$ cat config.mk
export PLATFORM = sky130hd
export DESIGN_NAME = smbt_attn_slave
export DESIGN_NICKNAME = d
export VERILOG_FILES = /design/src/rtl/smbt_pkg.sv /design/src/rtl/smbt_line_sync.sv /design/src/rtl/smbt_target_fsm.sv /design/src/rtl/smbt_regs.sv /design/src/rtl/smbt_attn_slave.sv
export SDC_FILE = /design/constraint.sdc
export NUM_CORES = 1
export LEC_CHECK = 0
export BUFFER_PORTS_ARGS = -buffer_cell sky130_fd_sc_hd__buf_2
export CORE_ASPECT_RATIO = 0.9
export CORE_MARGIN = 2
export CORE_UTILIZATION = 35
export DETAILED_ROUTE_END_ITERATION = 7
export PLACE_DENSITY = 0.63
export SLEW_MARGIN = 15
export SYNTH_ARGS = -nofsm -noshare
export SYNTH_HDL_FRONTEND = slang
export SYNTH_HIERARCHICAL = 1
export SYNTH_SLANG_ARGS = --single-unit
$ cat constraint.sdc
create_clock -name clk -period 2.7 [get_ports clk]
set_clock_uncertainty 0.15 [all_clocks]
set_input_delay 0.54 -clock clk [delete_from_list [all_inputs] [get_ports clk]]
set_output_delay 0.54 -clock clk [all_outputs]
set_load 0.03 [all_outputs]
$ cat src/rtl/smbt_pkg.sv
package smbt_pkg;

    localparam int BYTE_W = 8;
    localparam int ADDR_W = 7;
    localparam int SEL_W  = 2;

    localparam logic [SEL_W-1:0] SEL_CTL   = 2'd0;
    localparam logic [SEL_W-1:0] SEL_STAT  = 2'd1;
    localparam logic [SEL_W-1:0] SEL_DATA  = 2'd2;
    localparam logic [SEL_W-1:0] SEL_VALID = 2'd3;

    localparam int ST_BUSY  = 0;
    localparam int ST_DONE  = 1;
    localparam int ST_RDREQ = 2;

    typedef enum logic [3:0] {
        S_IDLE, S_ADDR, S_AWAIT, S_AACK,
        S_WR, S_WWAIT, S_WACK,
        S_RD, S_RACK, S_RNEXT, S_IGN
    } smbt_state_e;

endpackage

$ cat src/rtl/smbt_line_sync.sv
module smbt_line_sync #(
    parameter int STAGES = 2
) (
    input  logic clk,
    input  logic rst_n,
    input  logic scl_in,
    input  logic sda_in,
    output logic scl_s,
    output logic sda_s,
    output logic scl_rise,
    output logic scl_fall,
    output logic start_evt,
    output logic stop_evt
);
    typedef struct packed {
        logic [STAGES-1:0] scl_sh;
        logic [STAGES-1:0] sda_sh;
        logic              scl_prev;
        logic              sda_prev;
    } sync_t;

    sync_t sync_d, sync_q;

    always_comb begin
        sync_d          = sync_q;
        sync_d.scl_sh   = {sync_q.scl_sh[STAGES-2:0], scl_in};
        sync_d.sda_sh   = {sync_q.sda_sh[STAGES-2:0], sda_in};
        sync_d.scl_prev = sync_q.scl_sh[STAGES-1];
        sync_d.sda_prev = sync_q.sda_sh[STAGES-1];
    end

    always_ff @(posedge clk or negedge rst_n) begin
        if (!rst_n) sync_q <= '1;
        else        sync_q <= sync_d;
    end

    assign scl_s     = sync_q.scl_sh[STAGES-1];
    assign sda_s     = sync_q.sda_sh[STAGES-1];
    assign scl_rise  = scl_s & ~sync_q.scl_prev;
    assign scl_fall  = ~scl_s & sync_q.scl_prev;
    assign start_evt = scl_s & sync_q.scl_prev & sync_q.sda_prev & ~sda_s;
    assign stop_evt  = scl_s & sync_q.scl_prev & ~sync_q.sda_prev & sda_s;

endmodule

$ cat src/rtl/smbt_target_fsm.sv
module smbt_target_fsm
    import smbt_pkg::*;
(
    input  logic              clk,
    input  logic              rst_n,
    input  logic              scl_s,
    input  logic              sda_s,
    input  logic              scl_rise,
    input  logic              scl_fall,
    input  logic              start_evt,
    input  logic              stop_evt,
    input  logic              arp_i,
    input  logic [ADDR_W-1:0] own_addr_i,
    input  logic              slave_en_i,
    input  logic              addr_valid_i,
    input  logic [BYTE_W-1:0] tx_byte_i,
    input  logic              rdreq_i,
    output logic              set_rdreq_o,
    output logic              set_done_o,
    output logic              rx_load_o,
    output logic [BYTE_W-1:0] rx_byte_o,
    output logic              busy_o,
    output logic              sda_oe_o,
    output logic              scl_oe_o
);
    localparam int CNT_W = $clog2(BYTE_W + 1);
    localparam logic [CNT_W-1:0] LAST_BIT = CNT_W'(BYTE_W - 1);
    localparam logic [CNT_W-1:0] ALL_BITS = CNT_W'(BYTE_W);

    typedef struct packed {
        smbt_state_e       st;
        logic [BYTE_W-1:0] shift;
        logic [CNT_W-1:0]  cnt;
        logic              sda_oe;
        logic              matched;
    } fsm_t;

    fsm_t fsm_d, fsm_q;
    logic hit;

    assign hit = (fsm_q.shift[BYTE_W-1:1] == own_addr_i) && slave_en_i && addr_valid_i;

    always_comb begin
        fsm_d       = fsm_q;
        set_rdreq_o = 1'b0;
        set_done_o  = 1'b0;
        rx_load_o   = 1'b0;
        if (start_evt || stop_evt) begin
            set_done_o    = fsm_q.matched && !arp_i;
            fsm_d.st      = start_evt ? S_ADDR : S_IDLE;
            fsm_d.cnt     = '0;
            fsm_d.matched = 1'b0;
            fsm_d.sda_oe  = 1'b0;
        end else begin
            unique case (fsm_q.st)
                S_ADDR, S_WR: if (scl_rise) begin
                    fsm_d.shift = {fsm_q.shift[BYTE_W-2:0], sda_s};
                    fsm_d.cnt   = fsm_q.cnt + 1'b1;
                    if (fsm_q.cnt == LAST_BIT)
                        fsm_d.st = (fsm_q.st == S_ADDR) ? S_AWAIT : S_WWAIT;
                end
                S_AWAIT: if (scl_fall) begin
                    if (hit) begin
                        fsm_d.matched = 1'b1;
                        fsm_d.sda_oe  = 1'b1;
                        fsm_d.st      = S_AACK;
                    end else begin
                        fsm_d.st = S_IGN;
                    end
                end
                S_AACK: if (scl_fall) begin
                    fsm_d.cnt = '0;
                    if (fsm_q.shift[0]) begin
                        fsm_d.shift  = tx_byte_i;
                        fsm_d.sda_oe = ~tx_byte_i[BYTE_W-1];
                        fsm_d.st     = S_RD;
                        set_rdreq_o  = !arp_i;
                    end else begin
                        fsm_d.sda_oe = 1'b0;
                        fsm_d.st     = S_WR;
                    end
                end
                S_WWAIT: if (scl_fall) begin
                    rx_load_o    = 1'b1;
                    fsm_d.sda_oe = 1'b1;
                    fsm_d.st     = S_WACK;
                end
                S_WACK: if (scl_fall) begin
                    fsm_d.sda_oe = 1'b0;
                    fsm_d.cnt    = '0;
                    fsm_d.st     = S_WR;
                end
                S_RD: begin
                    if (scl_rise) fsm_d.cnt = fsm_q.cnt + 1'b1;
                    if (scl_fall) begin
                        if (fsm_q.cnt == ALL_BITS) begin
                            fsm_d.sda_oe = 1'b0;
                            fsm_d.st     = S_RACK;
                        end else begin
                            fsm_d.shift  = {fsm_q.shift[BYTE_W-2:0], 1'b0};
                            fsm_d.sda_oe = ~fsm_q.shift[BYTE_W-2];
                        end
                    end
                end
                S_RACK: if (scl_rise) fsm_d.st = sda_s ? S_IGN : S_RNEXT;
                S_RNEXT: if (scl_fall) begin
                    fsm_d.shift  = tx_byte_i;
                    fsm_d.sda_oe = ~tx_byte_i[BYTE_W-1];
                    fsm_d.cnt    = '0;
                    fsm_d.st     = S_RD;
                end
                default: ;
            endcase
        end
    end

    always_ff @(posedge clk or negedge rst_n) begin
        if (!rst_n) fsm_q <= '{st: S_IDLE, shift: '0, cnt: '0, sda_oe: 1'b0, matched: 1'b0};
        else        fsm_q <= fsm_d;
    end

    assign rx_byte_o = fsm_q.shift;
    assign busy_o    = (fsm_q.st != S_IDLE);
    assign sda_oe_o  = fsm_q.sda_oe;
    assign scl_oe_o  = rdreq_i && (fsm_q.st == S_RD);


    sda_low_phase_chk: assert property (@(posedge clk) disable iff (!rst_n)
        !$stable(fsm_q.sda_oe) |-> !scl_s);


    stop_idle_chk: assert property (@(posedge clk) disable iff (!rst_n)
        stop_evt |=> !busy_o);

endmodule

$ cat src/rtl/smbt_regs.sv
module smbt_regs
    import smbt_pkg::*;
(
    input  logic              clk,
    input  logic              rst_n,
    input  logic              wr_i,
    input  logic [SEL_W-1:0]  sel_i,
    input  logic [BYTE_W-1:0] wdata_i,
    output logic [BYTE_W-1:0] rdata_o,
    input  logic              set_rdreq_i,
    input  logic              set_done_i,
    input  logic              rx_load_i,
    input  logic [BYTE_W-1:0] rx_byte_i,
    input  logic              busy_i,
    output logic [ADDR_W-1:0] own_addr_o,
    output logic              slave_en_o,
    output logic              addr_valid_o,
    output logic [BYTE_W-1:0] tx_byte_o,
    output logic              rdreq_o,
    output logic              done_o
);
    typedef struct packed {
        logic [BYTE_W-1:0] ctl;
        logic              valid;
        logic [BYTE_W-1:0] tx;
        logic [BYTE_W-1:0] rx;
        logic              rdreq;
        logic              done;
    } regs_t;

    regs_t regs_d, regs_q;
    logic  clr_rdreq, clr_done;

    assign clr_rdreq = wr_i && (sel_i == SEL_STAT) && wdata_i[ST_RDREQ];
    assign clr_done  = wr_i && (sel_i == SEL_STAT) && wdata_i[ST_DONE];

    always_comb begin
        regs_d = regs_q;
        if (wr_i && sel_i == SEL_CTL)   regs_d.ctl   = wdata_i;
        if (wr_i && sel_i == SEL_VALID) regs_d.valid = wdata_i[0];
        if (wr_i && sel_i == SEL_DATA)  regs_d.tx    = wdata_i;
        if (rx_load_i)                  regs_d.rx    = rx_byte_i;
        regs_d.rdreq = set_rdreq_i || (regs_q.rdreq && !clr_rdreq);
        regs_d.done  = set_done_i  || (regs_q.done  && !clr_done);
    end

    always_ff @(posedge clk or negedge rst_n) begin
        if (!rst_n) regs_q <= '0;
        else        regs_q <= regs_d;
    end

    always_comb begin
        unique case (sel_i)
            SEL_CTL:  rdata_o = regs_q.ctl;
            SEL_STAT: rdata_o = {{(BYTE_W-3){1'b0}}, regs_q.rdreq, regs_q.done, busy_i};
            SEL_DATA: rdata_o = regs_q.rx;
            default:  rdata_o = {{(BYTE_W-1){1'b0}}, regs_q.valid};
        endcase
    end

    assign own_addr_o   = regs_q.ctl[BYTE_W-1:1];
    assign slave_en_o   = regs_q.ctl[0];
    assign addr_valid_o = regs_q.valid;
    assign tx_byte_o    = regs_q.tx;
    assign rdreq_o      = regs_q.rdreq;
    assign done_o       = regs_q.done;


    done_sticky_chk: assert property (@(posedge clk) disable iff (!rst_n)
        regs_q.done && !clr_done |=> regs_q.done);


    rdreq_sticky_chk: assert property (@(posedge clk) disable iff (!rst_n)
        regs_q.rdreq && !clr_rdreq |=> regs_q.rdreq);

endmodule

$ cat src/rtl/smbt_attn_slave.sv
module smbt_attn_slave
    import smbt_pkg::*;
#(
    parameter int SYNC_STAGES = 2
) (
    input  logic              clk,
    input  logic              rst_n,
    input  logic              scl_i,
    input  logic              sda_i,
    output logic              scl_oe_o,
    output logic              sda_oe_o,
    input  logic              arp_i,
    input  logic              reg_wr_i,
    input  logic [SEL_W-1:0]  reg_sel_i,
    input  logic [BYTE_W-1:0] reg_wdata_i,
    output logic [BYTE_W-1:0] reg_rdata_o,
    output logic              attn_o
);
    logic scl_s, sda_s, scl_rise, scl_fall, start_evt, stop_evt;
    logic set_rdreq, set_done, rx_load, busy, slave_en, addr_valid, rdreq, done;
    logic [BYTE_W-1:0] rx_byte, tx_byte;
    logic [ADDR_W-1:0] own_addr;

    smbt_line_sync #(.STAGES(SYNC_STAGES)) u_sync (
        .clk(clk), .rst_n(rst_n), .scl_in(scl_i), .sda_in(sda_i),
        .scl_s(scl_s), .sda_s(sda_s), .scl_rise(scl_rise), .scl_fall(scl_fall),
        .start_evt(start_evt), .stop_evt(stop_evt)
    );

    smbt_target_fsm u_fsm (
        .clk(clk), .rst_n(rst_n), .scl_s(scl_s), .sda_s(sda_s),
        .scl_rise(scl_rise), .scl_fall(scl_fall),
        .start_evt(start_evt), .stop_evt(stop_evt), .arp_i(arp_i),
        .own_addr_i(own_addr), .slave_en_i(slave_en), .addr_valid_i(addr_valid),
        .tx_byte_i(tx_byte), .rdreq_i(rdreq),
        .set_rdreq_o(set_rdreq), .set_done_o(set_done),
        .rx_load_o(rx_load), .rx_byte_o(rx_byte), .busy_o(busy),
        .sda_oe_o(sda_oe_o), .scl_oe_o(scl_oe_o)
    );

    smbt_regs u_regs (
        .clk(clk), .rst_n(rst_n), .wr_i(reg_wr_i), .sel_i(reg_sel_i),
        .wdata_i(reg_wdata_i), .rdata_o(reg_rdata_o),
        .set_rdreq_i(set_rdreq), .set_done_i(set_done),
        .rx_load_i(rx_load), .rx_byte_i(rx_byte), .busy_i(busy),
        .own_addr_o(own_addr), .slave_en_o(slave_en), .addr_valid_o(addr_valid),
        .tx_byte_o(tx_byte), .rdreq_o(rdreq), .done_o(done)
    );

    assign attn_o = rdreq | done;


    stretch_needs_rdreq_chk: assert property (@(posedge clk) disable iff (!rst_n)
        !rdreq |-> !scl_oe_o);


    arp_no_done_chk: assert property (@(posedge clk) disable iff (!rst_n)
        $rose(done) |-> !$past(arp_i));

endmodule

# Word level (Yosys, flattened, before mapping)
# Index checks and enable logic that the tools add are counted.
dict set report classes {
  n_eq_ne 33
  n_div 0
  bitwise_logic 15
  n_shift 0
  n_reduce_logical 34
  addsub 1
  magnitude_cmp 0
  muxes 41
  mul 0
}
# cell count
set ops {}
lappend ops {{two-way mux 4 bit} 9}
lappend ops {{two-way mux 17 bit} 2}
lappend ops {{case mux 4 bit (8 select lines)} 1}
lappend ops {{case mux 8 bit (4 select lines)} 1}
lappend ops {{!= test 3 x 2 -> 1 bit, second input constant} 9}
lappend ops {{case mux 8 bit (3 select lines)} 1}
lappend ops {{== test 4 x 3 -> 1 bit, second input constant} 5}
lappend ops {{case mux 4 bit (5 select lines)} 1}
lappend ops {{two-way mux 16 bit} 1}
lappend ops {{two-way mux 8 bit} 2}
lappend ops {{AND reduction 8 bit} 2}
lappend ops {{two-way mux 1 bit} 14}
lappend ops {{== test 4 bit, second input constant} 3}
lappend ops {{logical AND 1 bit} 12}
lappend ops {{two-way mux 12 bit} 1}
lappend ops {{AND reduction 11 bit} 1}
lappend ops {{!= test 2 bit, second input constant} 5}
lappend ops {{!= test 3 x 1 -> 1 bit, second input constant} 3}
lappend ops {{nonzero test 9 bit} 1}
lappend ops {{== test 4 x 2 -> 1 bit, second input constant} 2}
lappend ops {{two-way mux 2 bit} 4}
lappend ops {{nonzero test 4 bit} 2}
lappend ops {{bitwise AND 1 bit} 7}
lappend ops {{== test 7 bit} 1}
lappend ops {{other kinds (21)} 34}
dict set report word_totals {
  output_inout_bits 11
  regBits 51
  input_bits 16
  memories 0
  rom_bits 0
  mem_bits_rw 0
  latch_bits 0
  word_cells 140
}

# Logic depth before layout (Yosys ltp)
dict set report logic_depth {
  word_depth 7
  mapped_depth 9
  mapped_depth_nobuf 8
}

# Cells and area by module
# The synthesis kept the hierarchy.
# mod seq_area_each_um2 instances area_per_inst_um2 cells_each
set by_module_without_submodules {}
lappend by_module_without_submodules {smbt_target_fsm 450.4 1 1511.4 182}
lappend by_module_without_submodules {smbt_regs 675.6 1 1288.7 93}
lappend by_module_without_submodules {smbt_line_sync 157.7 1 190.2 10}
lappend by_module_without_submodules {smbt_attn_slave 0.0 1 6.3 1}

# Worst setup path before layout
# Ideal clock, no wire load.
dict set report synth_path {
  path_type {reg-to-reg}
  startpoint {register u_sync.sync_q (netlist bit u_sync/sda_s)}
  endpoint {register u_fsm.fsm_q (netlist bit u_fsm/rx_byte_o[1])}
  period_less_slack_ns 2.272
  arrival_ns 1.995
  path_stages_with_launch 8
  setup_ns 0.127
  setup_slack_ns 0.428
  path_cell_list {dfstp_2 -> and4b_1 -> or2_2 -> clkbuf_1 -> nor3_2 -> o21a_1 -> buf_4 -> mux2_1}
}
dict set report synth_between {
  elab_chain_cells 5
  elab_cells_between_ends 6
}
# element line
set synth_lines {}
lappend synth_lines {{start, declared} smbt_line_sync.sv:22} ;# sync_t sync_d, sync_q;
lappend synth_lines {{start signal, assigned} smbt_line_sync.sv:34} ;# else sync_q <= sync_d;
lappend synth_lines {{NOT 1 bit} smbt_line_sync.sv:41} ;# assign start_evt = scl_s & sync_q.scl_prev & sync_q.sda_prev & ~sda_s;
lappend synth_lines {{bitwise AND 1 bit} smbt_line_sync.sv:41}
lappend synth_lines {{named net start_evt} smbt_attn_slave.sv:19} ;# logic scl_s, sda_s, scl_rise, scl_fall, start_evt, stop_evt;
lappend synth_lines {{logical OR 1 bit} smbt_target_fsm.sv:48} ;# if (start_evt || stop_evt) begin
lappend synth_lines {{NOT 1 bit (no line)} --}
lappend synth_lines {{AND reduction 8 bit (no line)} --}
lappend synth_lines {{end signal, assigned} smbt_target_fsm.sv:118} ;# if (!rst_n) fsm_q <= '{st: S_IDLE, shift: '0, cnt: '0, sda_oe: 1'b0, matched: 1'b0};
lappend synth_lines {{end signal, assigned} smbt_target_fsm.sv:119} ;# else fsm_q <= fsm_d;
lappend synth_lines {{end, declared} smbt_target_fsm.sv:38} ;# fsm_t fsm_d, fsm_q;
# The timed path passes the listed nets, and every way through them passes these cells.
# A chain may end at the register's enable or synchronous reset.

# Worst setup path in the final report
dict set report layout_path {
  startpoint {register u_fsm/fsm_q[16] (netlist bit)}
  endpoint {output port scl_oe_o}
}
dict set report layout_between {
  elab_chain_cells 2
}
# element line
set layout_lines {}
lappend layout_lines {{== test 4 x 3 -> 1 bit} smbt_target_fsm.sv:125} ;# assign scl_oe_o = rdreq_i && (fsm_q.st == S_RD);
lappend layout_lines {{logical AND 1 bit} smbt_target_fsm.sv:125}
lappend layout_lines {{end, declared} smbt_attn_slave.sv:10} ;# output logic scl_oe_o,
# Every way passes these cells.

==> results by stage <==
Synthesis:
- The synthesis warning total is 6.
- The synthesized instance count is 286.
- The count of unique library cells instantiated by Yosys is 58.
- The flip-flop and latch count after synthesis is 51.
- The mean instance size in the synthesized netlist is 10.5 µm².
- The number of synthesized flops with an enable pin is 0.
- The fraction of the yosys area taken by sequential cells is 42.8%.
- The share of flip-flops with an asynchronous set or reset is 100%.
- The number of nets handed over by synthesis was 304.
- The synthesized cell area is 3000 µm².
- The dominant synthesized flop cell is dfrtp_1.

Floorplan:
- The die covers 9320 µm².
- The horizontal die dimension is 102 µm.
- The vertical die dimension is 91.8 µm.
- During I/O placement, the number of pins put on the boundary was 27.
- The standard cell core area is 8450 µm².
- The count of standard-cell rows is 32.
- The starting utilization of the core area is 35.5%.

Routing:
- The vias after detailed routing is 2,085.
- The number of design rule violations left after detail routing is 0.
- The sum of routed wire length over all layers is 6330 µm.
- The ratio of routed vias to standard cells is 5.06.
- For this run, the detailed router's first-pass iteration total came to 5.
- The first routing iteration left 114 violations.
- The count of nets left with antenna violations once routing finished came out at 0.
- The detail-routed net length per standard cell is 15.4 µm.

Timing:
- The max-slew headroom at the worst pin is 64.8%.
- Setup total negative slack on the finished layout was measured at 0 ns.
- The hold violation total from the final report is 0.
- The transition at the pin with the smallest max-transition slack is 0.525 ns.
- The final-report max-slew violation count came to 0.
- In the post-route analysis, the smallest setup slack over all paths is 0.137 ns.
- Setup violations remaining at the end of the flow were counted as 0.
- Across all hold checks on the routed design, the worst slack comes to 0.0124 ns.
- The top achievable clock speed is 390 MHz.
- The clock period could shrink to 2.56 ns.
- Setup repair after global routing left no endpoint under its margin.
- The post-route clock period utilization is 94.9%.

Final layout:
- The library cell used most frequently in the layout, excluding fill and tap cells, is dfrtp_1.
- Summing all non-filler instances in the final layout gives an area of 3250 µm².
- The antenna cell count is 0.
- The share of layout cells above drive strength 1 is 30.4%.
- The top cell types in the final layout, fill and taps aside, are 44 x dfrtp_1, 26 x buf_2, 25 x mux2_2.
- The number of fill cells is 855.
- After the last flow step, the layout net total stands at 310.
- The area overhead of the layout relative to synthesis is 8.35%.

Placed design:
- Input and output buffers added on the ports amount to 26.
- At the end of routability-driven placement, the weighted congestion stood at 0.888.
- The wire-length estimate of the detail-placed layout is 4750 µm.
- Once placement finished, the instance area stood at 3110 µm².
- The pre-CTS worst setup slack is 0.209 ns.

CTS:
- The largest buffer count on any clock path is 2.
- Post-CTS repair changed the size of 0 cells.
- The post-CTS setup buffer count is 0.
- Clock tree synthesis selected as its root buffer the cell clkbuf_8.
- The total number of H-tree levels is 2.
- The CTS buffer count is 5.
- For this design, the sink count on the clock tree is 51.
- The later pin in the worst-skew pair is clocked with a latency of 0.31 ns.
- The post-cts hold buffer count is 0.
- The clock slew at the register clock pins of the worst setup and hold paths is 0.09 ns.
- TritonCTS built the clock tree.

Worst setup path:
- The launching element of the worst setup path is u_fsm/fsm_q[16].
- The most critical setup path has its endpoint at scl_oe_o.
- Counting cells, the worst reg-to-reg path comes to 7.
- The slack of the worst reg-to-reg path is 0.25 ns.
- The setup path with the least slack is of type flop to output port.
- The startpoint of the worst-slack reg-to-reg timing path is u_sync/sda_s.
- The stage delay of the slowest cell on the critical path is 0.64 ns.
- The capture instance of the worst register-to-register path is u_fsm/fsm_q[14].
- The required time of the critical path is 2.01 ns.
- The slowest stage of the critical path belongs to the cell dfrtp_1.
- Traced cell by cell, the critical path runs through nand2b_1, nor2_1, and2_1, buf_2.
- The worst setup path is captured at an output port.
- Data on the critical path arrives at its endpoint at 1.87 ns.
- The critical-path maximum fanout is 14.
- STA classifies the critical path startpoint as a flop.

Global routing:
- The number of antenna violations at the first check in global routing came to 0.
- For this run, global-route usage on met3 was measured as 3.13%.
- In the global route stage, overall resource usage came out at 14.6%.
- The wire length of the first global-routing pass is 10,700 µm.
- Global routing used 22.1% of the available met1 tracks.
- The remaining global-route overflow is 0.
- The most utilized layer in the global route result is met1.
- In the global route stage, met2 resource usage came out at 20.8%.
- The via count of the first global-routing pass is 2,060.
- The maximum number of pins on one net before global-route repair is 21.

Status:
- The run finished with clean final reports.

Power and ir drop:
- The worst vdd rail ir drop is 283 µV.
- The leakage dissipation is 1.41 nW.
- The power density relative to cell area is 1000 nW/µm².
- Overall power consumption after layout is estimated at 0.00325 W.

Hold path:
- The tightest min-delay check is of the input pin to asynchronous set/reset pin type.

Flow run:
- The reported max-cap violation count is 0.
-- power breakdown --
part / internal (W) / switching (W) / leakage [nW]
clock: 0.000369 / 0.000262 / 0.0644
combinational: 0.000628 / 0.000730 / 0.725
sequential: 0.000994 / 0.000266 / 0.622
total: 0.00199 / 0.00126 / 1.41
-- cell families after synthesis --
kind of cell             Yosys count  synth area share (%)
AO/OA/AOI/OAI                     55                  12.8
XOR/XNOR                           8                  2.34
adder cells (fa/ha/maj)            2                 0.835
buffers and inverters             45                  9.19
flip-flops                        51                  42.8
multiplexers                      42                  15.7
AND/OR/NAND/NOR                   83                  16.3
-- cells in the mapped netlist (all sizes together) (3+ instances only) --
cell	number	area, µm²
nand3b	3	26.3
nand2b	4	25.0
a21o	3	22.5
xnor2	8	70.1
a22o	6	52.6
mux2i	10	100
nand3	9	45.0
mux2	31	349
a21oi	12	60.1
nor4	3	18.8
inv	8	30.0
a211oi	3	27.5
nor2	16	60.1
buf	33	230
clkbuf	4	15.0
or2	4	25.0
o21ai	10	53.8
nor2b	7	46.3
nand2	13	48.8
nor3	6	40.0
dfstp	6	158
a31oi	4	25.0
dfrtp	45	1130
o2bb2ai	3	26.3
nor3b	4	41.3
o21a	3	23.8
-- worst max-delay path: cells and delay by family, from the launching register on --
family / cells / cell delay (ns)
buf+inv: 1 / 0.19
flops: 1 / 0.64
simple gates: 3 / 0.74
-- metrics by stage --
step | std cells | util [%]
floorplan | 286 | -
global route | 412 | 38.4
global placement | 404 | 36.8
detailed placement | 404 | 36.8
CTS | 412 | 38.4
finish | 412 | 38.4
-- metal layers --
layer  share of wire, %  wire, µm
met1                 52      3300
met2                 43      2710
met3                3.7       237
met4                1.3        82
met5                  0         0
-- state kept, by name (all words and copies together), names as in the netlist --
| signal | cells |
|---|---|
| u_sync/scl_s | 1 |
| u_regs/slave_en_o | 1 |
| u_fsm/fsm_q | 9 |
| u_regs/regs_q | 8 |
| u_sync/sync_d | 2 |
| u_regs/rdreq_o | 1 |
| u_regs/tx_byte_o | 8 |
| u_fsm/rx_byte_o | 8 |
| u_fsm/sda_oe_o | 1 |
| u_regs/done_o | 1 |
| u_regs/own_addr_o | 7 |
| u_sync/sync_q | 2 |
| u_sync/sda_s | 1 |
| u_regs/addr_valid_o | 1 |
-- how the worst min path moves through the flow --
stage,start,endpoint,cells past startpoint,slack [ns]
floorplan,rst_n,u_fsm/fsm_q[0],0,0.09
global placement,u_sync/sync_d[3],u_sync/sda_s,0,0.20
detailed placement,u_sync/sync_d[3],u_sync/sda_s,0,0.20
CTS,rst_n,u_fsm/fsm_q[3],1,0.02
global route,rst_n,u_fsm/fsm_q[3],1,0.04
finish,rst_n,u_fsm/fsm_q[2],1,0.01
-- final cells by class --
class                           count  area, µm²  area share [%]
Multi-Input combinational cell    190       1440            44.4
Sequential cell                    51       1280            39.6
Timing Repair Buffer               36        205            6.32
Tap cell                          119        149            4.59
Clock buffer                        5       68.8            2.12
Clock inverter                      3       67.6            2.08
Inverter                            8       30.0           0.925
No activity file was read; power rests on OpenSTA's default activity.
